<file path="src/rtl/hpgpe_pkg.sv">
package hpgpe_pkg;

    typedef enum logic [1:0] {
        WIN_GPE   = 2'd0,
        WIN_SLOT  = 2'd1,
        WIN_EJECT = 2'd2,
        WIN_NONE  = 2'd3
    } win_e;

endpackage

</file>
<file path="src/rtl/hpgpe_event_regs.sv">
module hpgpe_event_regs #(
    parameter int unsigned REG_W  = 16,
    parameter int unsigned HP_BIT = 1,
    localparam int unsigned NB    = REG_W / 8,
    localparam int unsigned AW    = $clog2(2 * NB)
) (
    input  logic             clk,
    input  logic             rst_n,
    input  logic             wr_en,
    input  logic [AW-1:0]    byte_addr,
    input  logic [7:0]       wdata,
    input  logic             set_hp,
    output logic [REG_W-1:0] status_q,
    output logic [REG_W-1:0] enable_q,
    output logic [7:0]       rdata
);

    typedef struct packed {
        logic [REG_W-1:0] status;
        logic [REG_W-1:0] enable;
    } ev_state_t;

    ev_state_t st_d, st_q;

    always_comb begin
        st_d = st_q;
        if (wr_en) begin
            for (int lane = 0; lane < NB; lane++) begin
                if (byte_addr == AW'(lane))
                    st_d.status[lane*8 +: 8] = st_q.status[lane*8 +: 8] & ~wdata;
                if (byte_addr == AW'(NB + lane))
                    st_d.enable[lane*8 +: 8] = wdata;
            end
        end
        // hardware set has priority over a same-cycle clear
        if (set_hp)
            st_d.status[HP_BIT] = 1'b1;
    end

    always_comb begin
        rdata = '0;
        for (int lane = 0; lane < NB; lane++) begin
            if (byte_addr == AW'(lane))
                rdata = st_q.status[lane*8 +: 8];
            if (byte_addr == AW'(NB + lane))
                rdata = st_q.enable[lane*8 +: 8];
        end
    end

    always_ff @(posedge clk) begin
        if (!rst_n) st_q <= '0;
        else        st_q <= st_d;
    end

    assign status_q = st_q.status;
    assign enable_q = st_q.enable;

endmodule

</file>
<file path="src/rtl/hpgpe_slot_masks.sv">
module hpgpe_slot_masks #(
    parameter int unsigned N_SLOTS = 32,
    localparam int unsigned SLOT_W = $clog2(N_SLOTS)
) (
    input  logic               clk,
    input  logic               rst_n,
    input  logic               wr_en,
    input  logic               wr_removed,
    input  logic [N_SLOTS-1:0] wdata,
    input  logic               ev_valid,
    input  logic [SLOT_W-1:0]  ev_slot,
    input  logic               ev_insert,
    output logic [N_SLOTS-1:0] inserted_q,
    output logic [N_SLOTS-1:0] removed_q
);

    typedef struct packed {
        logic [N_SLOTS-1:0] ins;
        logic [N_SLOTS-1:0] rem;
    } mask_state_t;

    mask_state_t m_d, m_q;

    always_comb begin
        m_d = m_q;
        if (wr_en) begin
            if (wr_removed) m_d.rem = wdata;
            else            m_d.ins = wdata;
        end
        // an event overrides any software write in the same cycle
        if (ev_valid) begin
            m_d.ins = '0;
            m_d.rem = '0;
            if (ev_insert) m_d.ins[ev_slot] = 1'b1;
            else           m_d.rem[ev_slot] = 1'b1;
        end
    end

    always_ff @(posedge clk) begin
        if (!rst_n) m_q <= '0;
        else        m_q <= m_d;
    end

    assign inserted_q = m_q.ins;
    assign removed_q  = m_q.rem;

endmodule

</file>
<file path="src/rtl/hpgpe_eject.sv">
module hpgpe_eject #(
    parameter int unsigned N_SLOTS = 32,
    localparam int unsigned SLOT_W = $clog2(N_SLOTS)
) (
    input  logic               clk,
    input  logic               rst_n,
    input  logic               wr_en,
    input  logic [N_SLOTS-1:0] wdata,
    output logic               valid_q,
    output logic [SLOT_W-1:0]  slot_q
);

    typedef struct packed {
        logic              valid;
        logic [SLOT_W-1:0] slot;
    } ej_state_t;

    ej_state_t e_d, e_q;
    logic [SLOT_W-1:0] low_idx;

    always_comb begin
        low_idx = '0;
        for (int i = N_SLOTS - 1; i >= 0; i--) begin
            if (wdata[i]) low_idx = SLOT_W'(i);
        end
    end

    always_comb begin
        e_d       = e_q;
        e_d.valid = wr_en && (|wdata);
        if (wr_en && (|wdata)) e_d.slot = low_idx;
    end

    always_ff @(posedge clk) begin
        if (!rst_n) e_q <= '0;
        else        e_q <= e_d;
    end

    assign valid_q = e_q.valid;
    assign slot_q  = e_q.slot;

endmodule

</file>
<file path="src/rtl/hpgpe_top.sv">
module hpgpe_top
    import hpgpe_pkg::*;
#(
    parameter int unsigned GPE_W   = 16,
    parameter int unsigned N_SLOTS = 32,
    parameter int unsigned HP_BIT  = 1,
    parameter int unsigned DATA_W  = 32,
    parameter int unsigned ADDR_W  = 3,
    localparam int unsigned SLOT_W = $clog2(N_SLOTS),
    localparam int unsigned GPE_NB = GPE_W / 8,
    localparam int unsigned GPE_AW = $clog2(2 * GPE_NB),
    localparam int unsigned REM_OFS = DATA_W / 8
) (
    input  logic              clk,
    input  logic              rst_n,
    input  logic              bus_valid,
    input  logic              bus_write,
    input  logic [1:0]        bus_sel,
    input  logic [ADDR_W-1:0] bus_addr,
    input  logic [DATA_W-1:0] bus_wdata,
    output logic [DATA_W-1:0] bus_rdata,
    input  logic              hp_valid,
    input  logic [SLOT_W-1:0] hp_slot,
    input  logic              hp_insert,
    output logic              sci_pulse,
    output logic              eject_valid,
    output logic [SLOT_W-1:0] eject_slot
);

    typedef struct packed {
        logic sci;
    } top_state_t;

    win_e               win;
    logic               wr, rd;
    logic               gpe_hit, slot_hit_ins, slot_hit_rem, ej_hit;
    logic [GPE_W-1:0]   gpe_status, gpe_enable;
    logic [7:0]         gpe_rbyte;
    logic [N_SLOTS-1:0] slot_ins, slot_rem;
    top_state_t         t_d, t_q;

    always_comb begin
        win          = win_e'(bus_sel);
        wr           = bus_valid && bus_write;
        rd           = bus_valid && !bus_write;
        gpe_hit      = (win == WIN_GPE)  && (bus_addr < ADDR_W'(2 * GPE_NB));
        slot_hit_ins = (win == WIN_SLOT) && (bus_addr == '0);
        slot_hit_rem = (win == WIN_SLOT) && (bus_addr == ADDR_W'(REM_OFS));
        ej_hit       = (win == WIN_EJECT) && (bus_addr == '0);
    end

    hpgpe_event_regs #(
        .REG_W  (GPE_W),
        .HP_BIT (HP_BIT)
    ) i_event_regs (
        .clk       (clk),
        .rst_n     (rst_n),
        .wr_en     (wr && gpe_hit),
        .byte_addr (bus_addr[GPE_AW-1:0]),
        .wdata     (bus_wdata[7:0]),
        .set_hp    (hp_valid),
        .status_q  (gpe_status),
        .enable_q  (gpe_enable),
        .rdata     (gpe_rbyte)
    );

    hpgpe_slot_masks #(
        .N_SLOTS (N_SLOTS)
    ) i_slot_masks (
        .clk        (clk),
        .rst_n      (rst_n),
        .wr_en      (wr && (slot_hit_ins || slot_hit_rem)),
        .wr_removed (slot_hit_rem),
        .wdata      (bus_wdata[N_SLOTS-1:0]),
        .ev_valid   (hp_valid),
        .ev_slot    (hp_slot),
        .ev_insert  (hp_insert),
        .inserted_q (slot_ins),
        .removed_q  (slot_rem)
    );

    hpgpe_eject #(
        .N_SLOTS (N_SLOTS)
    ) i_eject (
        .clk     (clk),
        .rst_n   (rst_n),
        .wr_en   (wr && ej_hit),
        .wdata   (bus_wdata[N_SLOTS-1:0]),
        .valid_q (eject_valid),
        .slot_q  (eject_slot)
    );

    // interrupt uses the enable value already registered at the event
    always_comb begin
        t_d     = t_q;
        t_d.sci = hp_valid && gpe_enable[HP_BIT];
    end

    always_ff @(posedge clk) begin
        if (!rst_n) t_q <= '0;
        else        t_q <= t_d;
    end

    assign sci_pulse = t_q.sci;

    always_comb begin
        bus_rdata = '0;
        if (rd) begin
            if (gpe_hit)      bus_rdata = DATA_W'(gpe_rbyte);
            if (slot_hit_ins) bus_rdata = DATA_W'(slot_ins);
            if (slot_hit_rem) bus_rdata = DATA_W'(slot_rem);
        end
    end

endmodule

</file>
<file path="config.mk">
export PLATFORM = sky130hd
export DESIGN_NAME = hpgpe_top
export DESIGN_NICKNAME = d
export VERILOG_FILES = /design/src/rtl/hpgpe_pkg.sv /design/src/rtl/hpgpe_event_regs.sv /design/src/rtl/hpgpe_slot_masks.sv /design/src/rtl/hpgpe_eject.sv /design/src/rtl/hpgpe_top.sv
export SDC_FILE = /design/constraint.sdc
export NUM_CORES = 1
export LEC_CHECK = 0
export BUFFER_PORTS_ARGS = -buffer_cell sky130_fd_sc_hd__buf_2
export CAP_MARGIN = 25
export CORE_MARGIN = 4
export CORE_UTILIZATION = 30
export DETAILED_ROUTE_END_ITERATION = 7
export GPL_TIMING_DRIVEN = 0
export HOLD_SLACK_MARGIN = 0.06
export PLACE_DENSITY_LB_ADDON = 0.25
export SYNTH_ARGS = -nofsm -noshare
export SYNTH_HDL_FRONTEND = slang
export SYNTH_SLANG_ARGS = --single-unit
</file>
<file path="constraint.sdc">
create_clock -name clk -period 2 [get_ports clk]
set_clock_uncertainty 0.1 [all_clocks]
set_input_delay 0.3 -clock clk [delete_from_list [all_inputs] [get_ports clk]]
set_output_delay 0.3 -clock clk [all_outputs]
set_load 0.05 [all_outputs]
</file>
* Yosys cells after proc, flatten, opt, wreduce, memory -nomap -nowiden *
Cells that the tools add are included.

word-level totals
  input bits = 48
  logic and storage cells = 105
  register bits after elaboration = 103
  output and inout bits = 39

cells by class
  bitwise logic cells = 3
  reductions and logical operators = 29
  mux-type cells = 53
  $lt $le $gt $ge = 3
  equal/unequal tests = 7

operator list
  cell                                                                                 count
  32-bit 2-to-1 mux                                                                    7
  5-bit 2-to-1 mux                                                                     32
  64-bit 2-to-1 mux                                                                    2
  8-bit 2-to-1 mux                                                                     7
  32-bit OR reduction                                                                  1
  18-bit 2-to-1 mux                                                                    1
  8-bit bitwise AND                                                                    2
  2-bit AND reduction                                                                  7
  1-bit logical AND                                                                    12
  8-bit inverter                                                                       1
  2-bit nonzero test                                                                   4
  2-bit equality test, second input constant                                           3
  5-bit by 6-bit less-than comparator with 1-bit output, second input constant         1
  1-bit demux with 5-bit select                                                        1
  5-bit by 1-bit greater-or-equal comparator with 1-bit output, second input constant  1
  2-bit by 1-bit equality test with 1-bit output, second input constant                2
  2-bit logical NOT                                                                    2
  3-bit equality test, second input constant                                           1
  3-bit logical NOT                                                                    1
  3-bit less-than comparator, second input constant                                    1
  1-bit 2-to-1 mux                                                                     2
  2-bit 2-to-1 mux                                                                     1
  2-bit inequality test, second input constant                                         1
  1-bit logical NOT                                                                    1
  1-bit logical OR                                                                     1

* Longest topological paths before layout *
Gate-level depths: netlist of the first run.

  depth in word-level cells = 32
  depth in mapped cells = 7
  gate-level depth less buffers = 5

* By module *
Synthesis of the first run repeated with hierarchy kept, for this count alone.

unflattened totals
  cell total of the unflattened synthesis = 697
  area, all modules = 5905.7 um^2

by module, submodules not included
  module            area each (um^2)  cells an instance  instances  seq. area each (um^2)
  hpgpe_slot_masks  2960.3            351                1          1281.2
  hpgpe_event_regs  1346.3            125                1          640.6
  hpgpe_top         1028.5            138                1          20.0
  hpgpe_eject       570.5             83                 1          120.1

* Worst setup path before layout of the first run *
No wires, ideal clock.

  path kind = input to output
  start = input port bus_addr[1]
  end = output port bus_rdata[11]
  stages on the path = 6
  path slack = -0.365 ns
  data arrival time = 1.965 ns
  cell sequence = nor2_1 > nand3_1 > or2_1 > clkbuf_1 > clkbuf_1 > nor2_1

between the ends
  longest elaborated chain between the ends = 5
  elaborated cells between the ends (all ways) = 7
  those cells by class = eq/ne (1); mux (3); reduce/logical (3)

ends and longest elaborated chain
  what                 line              source
  from (decl)          hpgpe_top.sv:19   input logic [ADDR_W-1:0] bus_addr,
  3-bit logical NOT    hpgpe_top.sv:47   slot_hit_ins = (win == WIN_SLOT) && (bus_addr == '0);
  1-bit logical AND    hpgpe_top.sv:47
  32-bit 2-to-1 mux    hpgpe_top.sv:110  if (slot_hit_ins) bus_rdata = DATA_W'(slot_ins);
  32-bit 2-to-1 mux *  hpgpe_top.sv:111  if (slot_hit_rem) bus_rdata = DATA_W'(slot_rem);
  32-bit 2-to-1 mux *  hpgpe_top.sv:108  if (rd) begin
  to (decl)            hpgpe_top.sv:21   output logic [DATA_W-1:0] bus_rdata,

Mark *: on every way between the ends. The rest lies on a longest branch, timed or not.

* Worst setup path after layout of the first run *
  start = register i_event_regs.st_q, in the netlist i_event_regs.enable_q[13]
  end = output port bus_rdata[5]

between the ends
  longest elaborated chain between the ends = 5

ends and longest elaborated chain
  what                    line                    source
  from (decl)             hpgpe_event_regs.sv:23  ev_state_t st_d, st_q;
  from (signal assigned)  hpgpe_event_regs.sv:52  else st_q <= st_d;
  8-bit 2-to-1 mux        hpgpe_event_regs.sv:45  if (byte_addr == AW'(NB + lane))
  8-bit 2-to-1 mux        hpgpe_top.sv:109        if (gpe_hit) bus_rdata = DATA_W'(gpe_rbyte);
  32-bit 2-to-1 mux       hpgpe_top.sv:110
  32-bit 2-to-1 mux       hpgpe_top.sv:111
  32-bit 2-to-1 mux       hpgpe_top.sv:108

No other way between the ends.

==> summary.md, run 1 <==
| Metric | Value |
|---|---|
| Result of the run | `finished, final reports clean` |
| Nets | `786` |
| Max IR drop VDD | `roughly 0.43 mV` |
| Commonest non-fill, non-tap cell in the layout | `dfxtp_1` |
| Core area | `18100 sq um` |
| Dominant register cell in the synthesized netlist | `dfxtp_1` |
| Fraction of synthesized cell area taken by the top area cell type | `0.371` |
| Fin. Hold Viols | `0` |
| Drt via density | `5.31` |
| Register bit total from synthesis | `103` |
| Number of inserted filler cells in the final layout | `1878` |
| Clock Tree Root | `clkbuf_16` |
| TritonCTS buffer count | `9` |
| Post-detailed-routing wire length | `18.2 mm` |
| Routability congestion estimate | `0.833` |
| Post-Syn Nets | `700` |
| Rel. slew slack | `0.348` |
| Critical path startpoint category | `flop` |
| Starting utilization of the core area | `0.308` |
| Tightest Hold Check Type | `in2reg` |
| Fraction of synthesis flops using an asynchronous set or reset pin | `0` |
| Width of the chip | `~140 um` |
| Share of final-layout standard cells stronger than drive strength 1 | `0.229` |
| Pin count of the biggest net entering global routing | `19` |
| Fmax | `about 500 MHz` |
| Synthesized area | `5560 sq um` |
| Number of standard-cell rows in the floorplan | `49` |
| Kind of end point of the critical path | `primary output` |
| Most area-consuming cells after synthesis | `dfxtp_1, o211a_1, mux2i_1` |
| Tightest hold margin | `0.194 ns` |
| Initial antenna violation count | `0` |
| GRT Overall Usage | `0.174` |
| Slew at the pin closest to its max-slew limit | `between 0.9 and 1 ns` |
| Sequential area share after synthesis | `0.371` |
| Worst-skew pair later-pin latency | `between 0.3 and 0.4 ns` |
| Clock net sink count | `103` |
| Post-DP HPWL | `13.1 mm` |
| Post-placement worst setup slack | `-0.599 ns` |
| Critical path class | `reg2out` |
| Clock slew at the register clock pins of the worst setup and hold paths | `0.08 ns` |
| Routed len/inst | `18.7 um` |
| Number of nets with antenna violations after routing | `0` |
| DRC violation count after routing | `0` |
| GRT Residual Overflow | `0` |
| Detailed router's first-iteration violation count | `around 320` |
| Largest area contributor in the netlist | `dfxtp_1` |
| Worst-path fanout max | `2` |
| CTS Hold Bufs | `0` |
| CTS tree | `yes` |
| Post-synthesis average cell area | `8.53 sq um` |
| Worst Path Required | `1.60 ns` |
| Number of optimization iterations in the first detailed-route pass | `5` |
| Via count | `~5200` |
| Count of different cell masters after synthesis | `50` |
| Die span in y | `144 um` |
| Area enclosed by the die boundary | `20800 sq um` |
| Slew Limit Fails | `0` |
| CP arrival | `1.56 ns` |
| Vias in the first global route | `4890` |
| Maximum buffer depth of the clock tree | `2` |
| Yosys warns | `0` |
| Global-route wire length before repair | `approximately 28 mm` |
| Ports | `87` |
| Final critical-path share of the clock period | `0.982` |
| Area overhead of the layout relative to synthesis | `23.6%` |
| EDFF count, synth | `0` |
| Post-synthesis instance total | `652` |
| RSZ-0062 raised after global routing | `yes` |
| Static leakage power | `between 0.003 and 0.004 uW` |
| Setup ws final | `0.0350 ns` |
| Final setup violation count | `0` |
| Pwr dens | `672 nW/um^2` |
| Number of buffer cells added on primary ports | `73` |
| Diodes inserted | `0` |
| Most frequent cells in the layout | `dfxtp_1, a21oi_1, nand2_1` |
| Max-capacitance violation count | `0` |
| H-tree depth | `3` |
| Fin crit period | `1.96 ns` |
==> synth_stat cells, types with 3 or more instances <==
master,count
buf_1,6
a21oi_1,92
and3_1,3
nor3b_1,4
nor2b_1,47
inv_1,4
o211a_1,65
nand3_1,5
mux4_2,8
clkbuf_1,30
o21ai_0,3
nor2_1,66
nand2_1,87
nor3_1,9
o211ai_1,3
nand2b_1,6
o21bai_1,3
dfxtp_1,103
buf_2,17
mux2i_1,48
nor4_1,5
==> flip-flops by register name, summed over array words and instances (netlist names) <==
register                 flops
i_eject.valid_q              1
sci_pulse                    1
i_event_regs.status_q       16
i_event_regs.enable_q       16
i_slot_masks.inserted_q     32
i_eject.slot_q               5
i_slot_masks.removed_q      32
==> kinds of logic (layout without fill, tap and decap cells) <==
kind of cell | Yosys count | after routing | synth area share
AND/OR/NAND/NOR | 252 | 252 | 0.228
AO/OA/AOI/OAI | 182 | 182 | 0.239
flip-flops | 103 | 103 | 0.371
buffers and inverters | 59 | 150 | 0.0443
multiplexers | 56 | 56 | 0.119
==> worst paths after layout <==
kind                                     startpoint  depth (start not counted)  slack, ns                                     to
min reg2reg   i_event_regs.status_q[4]$_SDFFE_PN0P_                          2       0.33  i_event_regs.status_q[4]$_SDFFE_PN0P_
max reg2reg          i_eject.slot_q[0]$_SDFFE_PN0P_                          3       1.16         i_eject.slot_q[0]$_SDFFE_PN0P_
max          i_event_regs.enable_q[13]$_SDFFE_PN0P_                          4       0.04                           bus_rdata[5]
min                                    bus_wdata[1]                          2       0.19  i_event_regs.status_q[9]$_SDFFE_PN0P_
==> final cells by class <==
cell class              instances  area (sq um)  share of cell area
well taps                     229           287              0.0417
clock buffers                  10           239              0.0348
multi-input cells             490          3460               0.504
repair buffers                 77           480              0.0699
clock inverters                 6          50.0             0.00728
plain buffers                  52           275              0.0400
flip-flops and latches        103          2060               0.300
inverters                       5          18.8             0.00273
==> repair_timing <==
action                                  4_1_cts  5_1_grt
pin swaps                                     1        4
buffers inserted                              1        1
gates cloned                                  0        0
gates resized for setup                      41       25
endpoints found under the setup margin       32       29
==> critical path, cell delays in order, from the launching register on <==
cell and delay [ns]:
dfxtp_1 0.31, mux4_2 0.45, a21oi_1 0.17, nor2_1 0.05
buf_2 0.21
==> where the power goes <==
part | total [uW] | switching (uW) | leakage [uW] | internal (uW)
combinational | 683 | 429 | 0.00227 | 254
sequential | 2180 | 44.0 | 0.000845 | 2140
clock | 1760 | 861 | 0.000141 | 898
total | 4620 | 1330 | 0.00326 | 3290
==> metal layers <==
metal	global-route usage	up-vias	wire length, um
met2	0.269	164	8170
met4	0.0579	0	429
met3	0.0337	26	1100
li1	-	2502	-
met5	0	-	0
met1	0.243	2465	8490
==> metrics by stage <==
step	TNS, ns	cells	util	area (sq um)	total power (uW)
2_1_floorplan	-0.604	652	-	5730	2660
5_1_grt	-0.248	972	0.380	6880	4810
3_3_place_gp	-28.14	954	0.353	6380	2890
6_report	0	972	0.380	6880	4620
4_1_cts	0	971	0.376	6800	4650
3_5_place_dp	-23.38	956	0.353	6390	2890
No activity file was read; power rests on OpenSTA's default activity.
==> run 2: changes to the inputs <==
Settings changed: ABC_AREA from default to 1, SYNTH_HIERARCHICAL from default to 1.
==> summary.md, run 2 <==
| Metric | Value |
|---|---|
| Slew Limit Fails | `0` |
| Fin. Hold Viols | `0` |
| Sequential area share after synthesis | `0.345` |
| Final Util | `0.368` |
| Final setup violation count | `0` |
| Most area-consuming cells after synthesis | `dfxtp_1, nand2_1, nor2_1` |
| Finished Layout Cells | `roughly 1300` |
| Switching Power | `1470 uW` |
| Clock slew at the register clock pins of the worst setup and hold paths | `about 0.070 ns` |
| Worst reg-to-reg setup slack | `1.22 ns` |
| Hold path startpoint | `hp_valid` |
| Yosys warns | `6` |
| Sequential cell fraction of total power | `0.465` |
| Rel. slew slack | `0.491` |
| Cell-internal power | `3230 uW` |
| Register-to-Register Path Depth | `2` |
| Area taken by multi-input logic gates | `3200 sq um` |
| Slew at the pin closest to its max-slew limit | `about 0.76 ns` |
| Starting utilization of the core area | `0.306` |
| Worst flop-to-flop path startpoint | `i_slot_masks/inserted_q[23]$_SDFFE_PN0P_` |
| Kind of end point of the critical path | `flop` |
| Register bit total from synthesis | `103` |
| Routed len/inst | `approximately 17 um` |
| Reg area | `2060 sq um` |
| Area overhead of the layout relative to synthesis | `20.2%` |
| Post-Syn Nets | `roughly 1000` |
| CP dominant cell by count | `nand2_1` |
| Clock Tree Root | `clkbuf_16` |
| Count of different cell masters after synthesis | `31` |
| Instance count along the most critical hold path | `3` |
| Routability congestion estimate | `0.899` |
| Number of buffer cells added on primary ports | `85` |
| Nets | `1109` |
| Placed insts | `1314` |
| Reg2reg end | `i_slot_masks/inserted_q[23]$_SDFFE_PN0P_` |
| Static leakage power | `0.00326 uW` |
| Leading cell type by number of instances after synthesis | `nand2_1` |
| DRC violation count after routing | `0` |
| Worst-path fanout max | `3` |
| Number of inserted filler cells in the final layout | `2190` |
| Post-DP HPWL | `16.5 mm` |
| GRT Overall Usage | `0.199` |
| Fin crit period | `1.97 ns` |
| Share of final-layout standard cells stronger than drive strength 1 | `0.188` |
| Drt via density | `4.97` |
| RSZ-0062 raised after global routing | `yes` |
| Combinational share of power | `0.157` |
| Max-capacitance violation count | `0` |
| Post-layout total power | `around 4700 uW` |
| Result of the run | `finished, final reports clean` |
| CTS Hold Bufs | `0` |
| Post-synthesis instance total | `between 900 and 1000` |
| Die span in y | `about 150 um` |
| Post-synthesis xor/xnor area fraction | `0` |
| Fmax | `506 MHz` |
| Tightest Hold Check Type | `in2reg` |
| Bufs and invs on worst path | `2` |
| Area enclosed by the die boundary | `22200 sq um` |
| Switching share of power | `0.313` |
| Simple-gate share of the synthesized area | `0.360` |
| Commonest non-fill, non-tap cell in the layout | `nor2_1` |
| CTS tree | `yes` |
| Clock net sink count | `approximately 100` |
| Diodes inserted | `0` |
| Critical path startpoint category | `input port` |
| Synthesized area | `between 5000 and 6000 sq um` |
| Number of optimization iterations in the first detailed-route pass | `5` |
| Final critical-path share of the clock period | `0.987` |
| Initial antenna violation count | `0` |
| Dominant register cell in the synthesized netlist | `dfxtp_1` |
| Detailed router's first-iteration violation count | `574` |
| Adder-Cell Fraction of Synth Area | `0` |
| Fraction of synthesized cell area taken by the top area cell type | `0.345` |
| Setup tns final | `0 ns` |
| Worst-skew pair later-pin latency | `0.36 ns` |
| GRT Residual Overflow | `0` |
| Post-synthesis compound-gate area fraction | `0.165` |
| Width of the chip | `149 um` |
| Max IR drop VDD | `0.323 mV` |
| Delay of the slowest critical-path stage | `0.11 ns` |
| Ports | `87` |
| Number of standard-cell rows in the floorplan | `51` |
| Vias in the first global route | `about 6400` |
| Clock Power Share | `0.378` |
| Largest family of logic cells by synthesized area | `simple AND/OR/NAND/NOR gates` |
| Critical path class | `in2reg` |
| Via count | `around 6600` |
| Hold-critical path endpoint | `i_event_regs/status_q[1]$_SDFFE_PN0P_` |
| Most frequent cells after synthesis | `nand2_1, nor2_1, inv_1, dfxtp_1, a21oi_1` |
| Most frequent cells in the layout | `nor2_1, nand2_1, inv_1` |
| Pwr dens | `654 nW/um^2` |
| H-tree depth | `3` |
| Mux contribution to synthesized area | `0` |
| Global-route wire length before repair | `34.6 mm` |
| CP top delay family | `simple AND/OR/NAND/NOR gates` |
| Largest area contributor in the netlist | `dfxtp_1` |
| Post-detailed-routing wire length | `approximately 22 mm` |
| Worst Path Required | `2.20 ns` |
| Pin count of the biggest net entering global routing | `20` |
| EDFF count, synth | `0` |
| Core area | `19500 sq um` |
| CP arrival | `around 2.2 ns` |
| Number of nets with antenna violations after routing | `0` |
| CP max stage cell | `a21oi_2` |
| Maximum buffer depth of the clock tree | `2` |
| Post-synthesis average cell area | `just over 6 sq um` |
| Fraction of synthesis flops using an asynchronous set or reset pin | `0` |
| TritonCTS buffer count | `9` |
run 2: per-layer routing:
metal | routed length, um | share of wire | global-route usage
met4 | 682 | 0.031 | 0.0805
met2 | 9920 | 0.45 | 0.309
met1 | 10100 | 0.46 | 0.274
met5 | 0 | 0 | 0
met3 | 1340 | 0.061 | 0.0346
run 2: worst reg2reg max path: cells and delay by family (launching register included):
family,cells,cell delay [ns]
compound gates,2,0.25
flops,1,0.36
run 2: cell families after synthesis:
kind of cell,Yosys count
buffers and inverters,182
AO/OA/AOI/OAI,188
flip-flops,103
AND/OR/NAND/NOR,491
run 2: power groups by stage:
stage,sequential [uW],combinational (uW),clock (uW)
final,2180,736,1780
after global routing,2190,814,1900
after CTS,2180,714,1820
after detailed placement,2230,699,0
after global placement,2230,696,0
after floorplan,2220,425,0
run 2: cell type report:
class | instances | share of cell area
Tap cell | 265 | 0.0462
Buffer | 50 | 0.0401
Clock inverter | 7 | 0.00889
Multi-Input combinational cell | 679 | 0.446
Sequential cell | 103 | 0.287
Clock buffer | 9 | 0.0314
Timing Repair Buffer | 86 | 0.0701
Inverter | 132 | 0.0701
run 2: metrics by stage:
step	hold WS, ns	setup slack [ns]	instance area [sq um]
floorplan	0.323	-0.0111	5990
global placement	0.335	-0.475	6750
detailed placement	0.338	-0.449	6750
CTS	0.101	0.00149	7090
global route	0.118	-0.230	7180
finish	0.111	0.0253	7180
run 2: worst max-delay path by stage:
stage,cells past startpoint,endpoint,startpoint,slack [ns]
2_1_floorplan,4,bus_rdata[30],bus_addr[2],-0.01
4_1_cts,6,bus_rdata[8],bus_addr[1],0.001
6_report,34,i_eject/slot_q[0]$_SDFFE_PN0P_,bus_wdata[30],0.03
5_1_grt,34,i_eject/slot_q[0]$_SDFFE_PN0P_,bus_wdata[30],-0.23
3_3_place_gp,34,i_eject/slot_q[0]$_SDFFE_PN0P_,bus_wdata[30],-0.47
3_5_place_dp,34,i_eject/slot_q[0]$_SDFFE_PN0P_,bus_wdata[30],-0.45
run 2: what timing repair did:
action                     in CTS  in global routing
setup buffers                   1                  0
pin swaps                       1                  4
resized for setup              23                 32
setup endpoints to repair      33                 23
==> run 3: changes to the inputs <==
Clock period 2 ns to 2.49 ns, I/O delays scaled along.
==> summary.md, run 3 (synthesis results as in run 2) <==
| Metric | Value |
|---|---|
| Result of the run | `finished, final reports clean` |
| Met2 global-route usage | `0.302` |
| Fin crit period | `2.38 ns` |
| Max IR drop VDD | `about 0.32 mV` |
| Worst-path fanout max | `10` |
| CTS Hold Bufs | `0` |
| Post-DP HPWL | `16.0 mm` |
| Area overhead of the layout relative to synthesis | `18.3%` |
| Pwr dens | `548 nW/um^2` |
| GRT Residual Overflow | `0` |
| Pin count of the biggest net entering global routing | `20` |
| Max-capacitance violation count | `0` |
| Nets | `around 1100` |
| Most frequent cells in the layout | `nor2_1, nand2_1, inv_1` |
| Static leakage power | `0.00325 uW` |
| Routability congestion estimate | `0.879` |
| Area enclosed by the die boundary | `about 22000 sq um` |
| CP arrival | `1.91 ns` |
| Clock Tree Root | `clkbuf_16` |
| Critical path startpoint category | `input port` |
| Tightest Hold Check Type | `in2reg` |
| Global-route wire length before repair | `33.5 mm` |
| Width of the chip | `149 um` |
| Routed len/inst | `around 16 um` |
| Rel. slew slack | `0.526` |
| Drt via density | `4.81` |
| GRT Overall Usage | `0.193` |
| Post-detailed-routing wire length | `21.3 mm` |
| Placed insts | `1314` |
| Fmax | `420 MHz` |
| Switching Power | `~1200 uW` |
| Clock net sink count | `103` |
| H-tree depth | `3` |
| Slew at the pin closest to its max-slew limit | `0.711 ns` |
| Ports | `between 80 and 90` |
| Global route hottest layer | `met2` |
| Number of nets with antenna violations after routing | `0` |
| Vias in the first global route | `6138` |
| Sequential cell fraction of total power | `0.453` |
| Combinational share of power | `0.146` |
| Starting utilization of the core area | `0.306` |
| Detailed router's first-iteration violation count | `630` |
| Switching share of power | `0.306` |
| Number of standard-cell rows in the floorplan | `between 50 and 60` |
| Maximum buffer depth of the clock tree | `2` |
| Final Util | `0.362` |
| Met1 Track Usage GR | `0.271` |
| Kind of end point of the critical path | `primary output` |
| Clock slew at the register clock pins of the worst setup and hold paths | `0.08 ns` |
| Die span in y | `roughly 150 um` |
| Worst Path Required | `2.02 ns` |
| Finished Layout Cells | `1331` |
| Met3 track demand over resource | `0.0395` |
| RSZ-0062 raised after global routing | `no` |
| Number of buffer cells added on primary ports | `85` |
| Number of optimization iterations in the first detailed-route pass | `5` |
| Final critical-path share of the clock period | `0.957` |
| Initial antenna violation count | `3` |
| DRC violation count after routing | `0` |
| Final setup violation count | `0` |
| Core area | `19500 sq um` |
| Share of final-layout standard cells stronger than drive strength 1 | `0.168` |
| Via count | `6407` |
| TritonCTS buffer count | `9` |
| Slew Limit Fails | `0` |
| CTS tree | `yes` |
| Number of inserted filler cells in the final layout | `2231` |
| Critical path class | `in2out` |
| Cell-internal power | `2690 uW` |
| Fin. Hold Viols | `0` |
| Clock Power Share | `0.401` |
| Commonest non-fill, non-tap cell in the layout | `nor2_1` |
| Worst-skew pair later-pin latency | `0.35 ns` |
## run 3: cell types whose count changed in the layout (fill, tap and decap cells not counted), moves of 4 or more
cell,before,now
clkbuf_2,7,2
buf_4,21,9
buf_2,85,106
clkbuf_1,8,13
a21oi_1,83,89
a21oi_2,8,2
clkbuf_4,6,0
inv_1,119,123
## run 3: power by group through the flow
| stage | Sequential (uW) | Clock [uW] | Combinational [uW] |
|---|---|---|---|
| after CTS | 1750 | 1580 | 557 |
| after detailed placement | 1790 | 0 | 555 |
| final | 1750 | 1550 | 566 |
| after floorplan | 1780 | 0 | 341 |
| after global routing | 1760 | 1640 | 632 |
| after global placement | 1790 | 0 | 552 |
## run 3: area by class of cell
cell class                 count  area [sq um]  share of cell area
sequential                   103          2060               0.292
clock buffer                   9           225              0.0319
tap                          265           332              0.0469
inverter                     132           498              0.0705
timing repair buffer          85           432              0.0611
antenna                        1          2.50            0.000354
clock inverter                 7          87.6              0.0124
multi-input combinational    679          3150               0.446
buffer                        50           274              0.0388
## run 3: through the flow
| step | area [sq um] | TNS (ns) | setup slack [ns] | power (uW) | hold WS (ns) |
|---|---|---|---|---|---|
| after floorplan | 5970 | 0 | 0.332 | 2120 | 0.332 |
| after global placement | 6730 | -0.149 | -0.149 | 2340 | 0.336 |
| after detailed placement | 6730 | -0.147 | -0.147 | 2340 | 0.339 |
| after CTS | 7040 | 0 | 0.146 | 3880 | 0.172 |
| after global routing | 7060 | 0 | 0.0199 | 4030 | 0.197 |
| final | 7060 | 0 | 0.107 | 3870 | 0.185 |
## run 3: routing by layer
layer  up-vias  wire length, um
met5         -               28
li1       3296                -
met2       171             9590
met4         4              272
met3        21             1340
met1      2915            10100
## run 3: path summary, 6_finish.rpt
path	startpoint	end	slack, ns	cells past startpoint
worst min-delay path	hp_valid	i_event_regs/status_q[1]$_SDFFE_PN0P_	0.19	3
worst min register to register	i_eject/slot_q[4]$_SDFFE_PN0P_	i_eject/slot_q[4]$_SDFFE_PN0P_	0.35	2
worst max register to register	i_slot_masks/removed_q[18]$_SDFFE_PN0P_	i_slot_masks/removed_q[18]$_SDFFE_PN0P_	1.72	2
worst max-delay path	bus_write	bus_rdata[22]	0.11	6
## run 3: worst max-delay path, stage by stage
cell,delay [ns]
buf_2,0.12
nor2_4,0.28
inv_1,0.18
clkbuf_1,0.35
a21oi_1,0.29
buf_2,0.31
## run 3: timing repair
item,4_1_cts,5_1_grt
gates resized for setup,0,7
setup buffers,0,0
setup endpoints to repair,0,1
